### src/rtl/slp_wake_ctl.sv
`timescale 1ns/1ps
module slp_wake_ctl #(
  parameter int NIRQ = 8
) (
  input  logic            clk,
  input  logic            rst_n,
  input  logic            depth_sel,
  input  logic            wfi_stb,
  input  logic            wfe_stb,
  input  logic [NIRQ-1:0] irq_pend,
  input  logic            wake_evt,
  output logic            core_clk_en,
  output logic            sleeping,
  output logic            deep_req
);
  logic asleep_q, cause_evt_q, deep_q;
  logic any_irq, strobe, new_evt, entry_wake, held_wake;
  logic go_sleep, go_deep, go_wake;

  assign any_irq    = |irq_pend;
  assign strobe     = wfi_stb | wfe_stb;
  assign new_evt    = ~wfi_stb;
  assign entry_wake = new_evt ? wake_evt : any_irq;
  assign held_wake  = cause_evt_q ? wake_evt : any_irq;

  assign go_sleep = ~asleep_q & strobe & ~depth_sel & ~entry_wake;
  assign go_deep  = ~asleep_q & strobe & depth_sel;
  assign go_wake  = asleep_q & held_wake;

  always_ff @(posedge clk) begin
    if (!rst_n) begin
      asleep_q    <= 1'b0;
      cause_evt_q <= 1'b0;
      deep_q      <= 1'b0;
    end else begin
      deep_q <= go_deep;
      if (go_sleep) begin
        asleep_q    <= 1'b1;
        cause_evt_q <= new_evt;
      end else if (go_wake) begin
        asleep_q <= 1'b0;
      end
    end
  end

  assign core_clk_en = ~asleep_q;
  assign sleeping    = asleep_q;
  assign deep_req    = deep_q;
endmodule


### config.mk
export PLATFORM = sky130hd
export DESIGN_NAME = slp_wake_ctl
export DESIGN_NICKNAME = d
export VERILOG_FILES = /design/src/rtl/slp_wake_ctl.sv
export SDC_FILE = /design/constraint.sdc
export NUM_CORES = 1
export LEC_CHECK = 0
export ABC_CLOCK_PERIOD_IN_PS = 1400
export BUFFER_PORTS_ARGS = -buffer_cell sky130_fd_sc_hd__buf_2
export CAP_MARGIN = 15
export CORE_AREA = 2 2 39 41
export DETAILED_ROUTE_END_ITERATION = 8
export DIE_AREA = 0 0 41 43
export PLACE_DENSITY_LB_ADDON = 0.1
export SYNTH_ARGS = -nofsm -noshare
export SYNTH_HDL_FRONTEND = slang
export SYNTH_SLANG_ARGS = --single-unit
### constraint.sdc
create_clock -name clk -period 1.4 [get_ports clk]
set_clock_uncertainty 0.1 [all_clocks]
set_input_delay 0.28 -clock clk [delete_from_list [all_inputs] [get_ports clk]]
set_output_delay 0.28 -clock clk [all_outputs]
set_load 0.03 [all_outputs]
==> flow_summary.json <==
{
  "cts_buffer_depth": 2,
  "crit_type": "reg -> out",
  "first_iter_violations": 1,
  "drc": 0,
  "core-area_sq_um": 1380,
  "initial_utilization_pct": 15.3,
  "critPathTopFamily": "flip-flops",
  "avgSynthCellArea_sq_um": 10.1,
  "max_stage_delay_ps": 460,
  "combPwrFrac_pct": 18.7,
  "place_ws_ps": 113,
  "drive_above_1_share_pct": 56.1,
  "ys_seq_area_share_pct": 28.4,
  "wire_per_inst_microns": 10.2,
  "period_minus_slack_ps": 1320,
  "p_int_mw": 0.227,
  "worstPathCellList": "buf_2",
  "die_y_microns": 43,
  "grt_max_degree": 9,
  "h-tree-depth": 1,
  "final-seq-area_sq_um": 60.1,
  "clockPowerShare_pct": 49.6,
  "setup_violations": 0,
  "postCtsSetupBuffers": 0,
  "synth_nets": 35,
  "grt-ovfl-total": 0,
  "p_leak_nw": 0.144,
  "n_antenna_cell": 0,
  "cts_resized": 0,
  "n_fill_cell": 166,
  "grt_pass1_vias": 239,
  "min-delay-start": "rst_n",
  "clock-root-buffer": "clkbuf_4",
  "dieArea_sq_um": 1760,
  "place.gp.congestion": 0.647,
  "final_antenna_net_count": 0,
  "wl_microns": 580,
  "reg2reg_from": "sleeping",
  "critPathRequiredTime_ps": 1020,
  "path_buf_inv": 1,
  "holdWs_ps": 209,
  "vias": 244,
  "via_per_inst": 4.28,
  "drv_slew": 0,
  "outcome": "complete, no violations",
  "die_w_microns": 41,
  "syn_inst": 21,
  "max_freq_ghz": 0.758,
  "r2r_slack_ps": 270,
  "worstSetupEndpointType": "primary output",
  "final_common_cell": "buf_2",
  "setup_ws_ps": 80.3,
  "ys_warn_count": 0,
  "rsz0062_at_grt": "false",
  "crit_path_end": "sleeping",
  "num_io_pins": 17,
  "grt_antenna_before_repair": 0,
  "start_kind": "register",
  "peakVddDrop_uv": 303,
  "grtUsageTotal_pct": 7.62,
  "max_slew_margin_pct": 76.5,
  "cap_violations": 0,
  "p_switching_mw": 0.0738,
  "postCtsHoldBufs": 0,
  "yosys.area.top_type_share_pct": 28.4,
  "clk_pin_slew_worst_paths_ps": 40,
  "total_power_mw": 0.301,
  "ys_ff_latch": 3,
  "cts_buffers": 3,
  "seq_power_share_pct": 31.7,
  "cellPowerDensity_nw_per_um2": 890,
  "critPathArrivalTime_ps": 940,
  "hold_viol_final": 0,
  "area_growth_pct": 59.8,
  "fin_setup_tns_ps": 0,
  "min_path_type": "in -> reg",
  "critPathSlowestCell": "dfxtp_1",
  "multi_input_area_sq_um": 148,
  "swShare_pct": 24.5,
  "port_buffers": 16,
  "grt_pass1_wl_microns": 897,
  "period_share_pct": 94.3,
  "worst_pin_slew_ps": 350,
  "syn-cell-area_sq_um": 211,
  "layout.nets": 56,
  "worstPathMaxFanout": 8,
  "ys_types": 18,
  "first_pass_iters": 2,
  "rows": 14,
  "yosys.area.top_type": "dfxtp_1",
  "layout_common_cells": "buf_2, dfxtp_1, clkbuf_4",
  "rr_endpoint": "cause_evt_q",
  "cp.depth": 1,
  "post_synth_main_area_contributors": "dfxtp_1, nor4_4, nor4b_2",
  "cts_tree": "done",
  "utilization_pct": 24.4,
  "r2r_cells": 3,
  "clk_latency_ps": 230,
  "startpoint": "sleeping",
  "clock_sinks": 3
}
==> cell type report <==
type | instances | share of cell area, %
Multi-Input combinational cell | 17 | 43.7
Timing Repair Buffer | 16 | 23.7
Sequential cell | 3 | 17.8
Clock buffer | 4 | 7.78
Tap cell | 16 | 5.93
Inverter | 1 | 1.11
==> Yosys cell counts, drive strengths merged <==
cell type,instances
o2111ai,1
nand3,1
a21boi,1
nand3b,1
inv,1
nand4b,1
a2bb2oi,1
nor4b,1
and3b,1
o211ai,1
nor2b,1
dfxtp,3
nor2,2
o21a,1
nand4,1
nor4,2
nor3b,1
==> registers in the layout, indices dropped and copies added, names as in the netlist <==
signal and count:
deep_req 1, cause_evt_q 1, sleeping 1
==> kinds of logic after synthesis <==
family / synth area share, %
AOI/OAI and AO/OA: 18.9
buffers and inverters: 1.77
DFF: 28.4
and+or+nand+nor: 50.9
==> worst min-delay path by stage <==
stage                     cells past startpoint  slack, ps          end
final                                         2        210  cause_evt_q
after CTS                                     2        200  cause_evt_q
after global routing                          2        230  cause_evt_q
after floorplan                               1        300  cause_evt_q
after detailed placement                      1        440     deep_req
after global placement                        1        430     deep_req
==> stage by stage <==
stage          cell area, sq um  std cells
6_report                    338         57
2_1_floorplan               211         21
3_3_place_gp                312         53
3_5_place_dp                312         53
5_1_grt                     338         57
4_1_cts                     338         57
==> routing by layer <==
metal	part of all wire, %	global-route usage, %	up-vias
met5	0	0	-
met4	0	4.00	0
met3	12	3.66	0
met2	47	10.6	12
met1	41	9.29	107
li1	-	-	125
==> power groups by stage <==
stage                     registers [mW]  logic (mW)  clock network [mW]
after floorplan                   0.0999      0.0207                   0
after global placement            0.0970      0.0561                   0
after detailed placement          0.0967      0.0567                   0
after CTS                         0.0955      0.0569               0.157
after global routing              0.0970      0.0615               0.163
final                             0.0954      0.0562               0.149
Note: power is estimated with default switching activity, not from simulation.
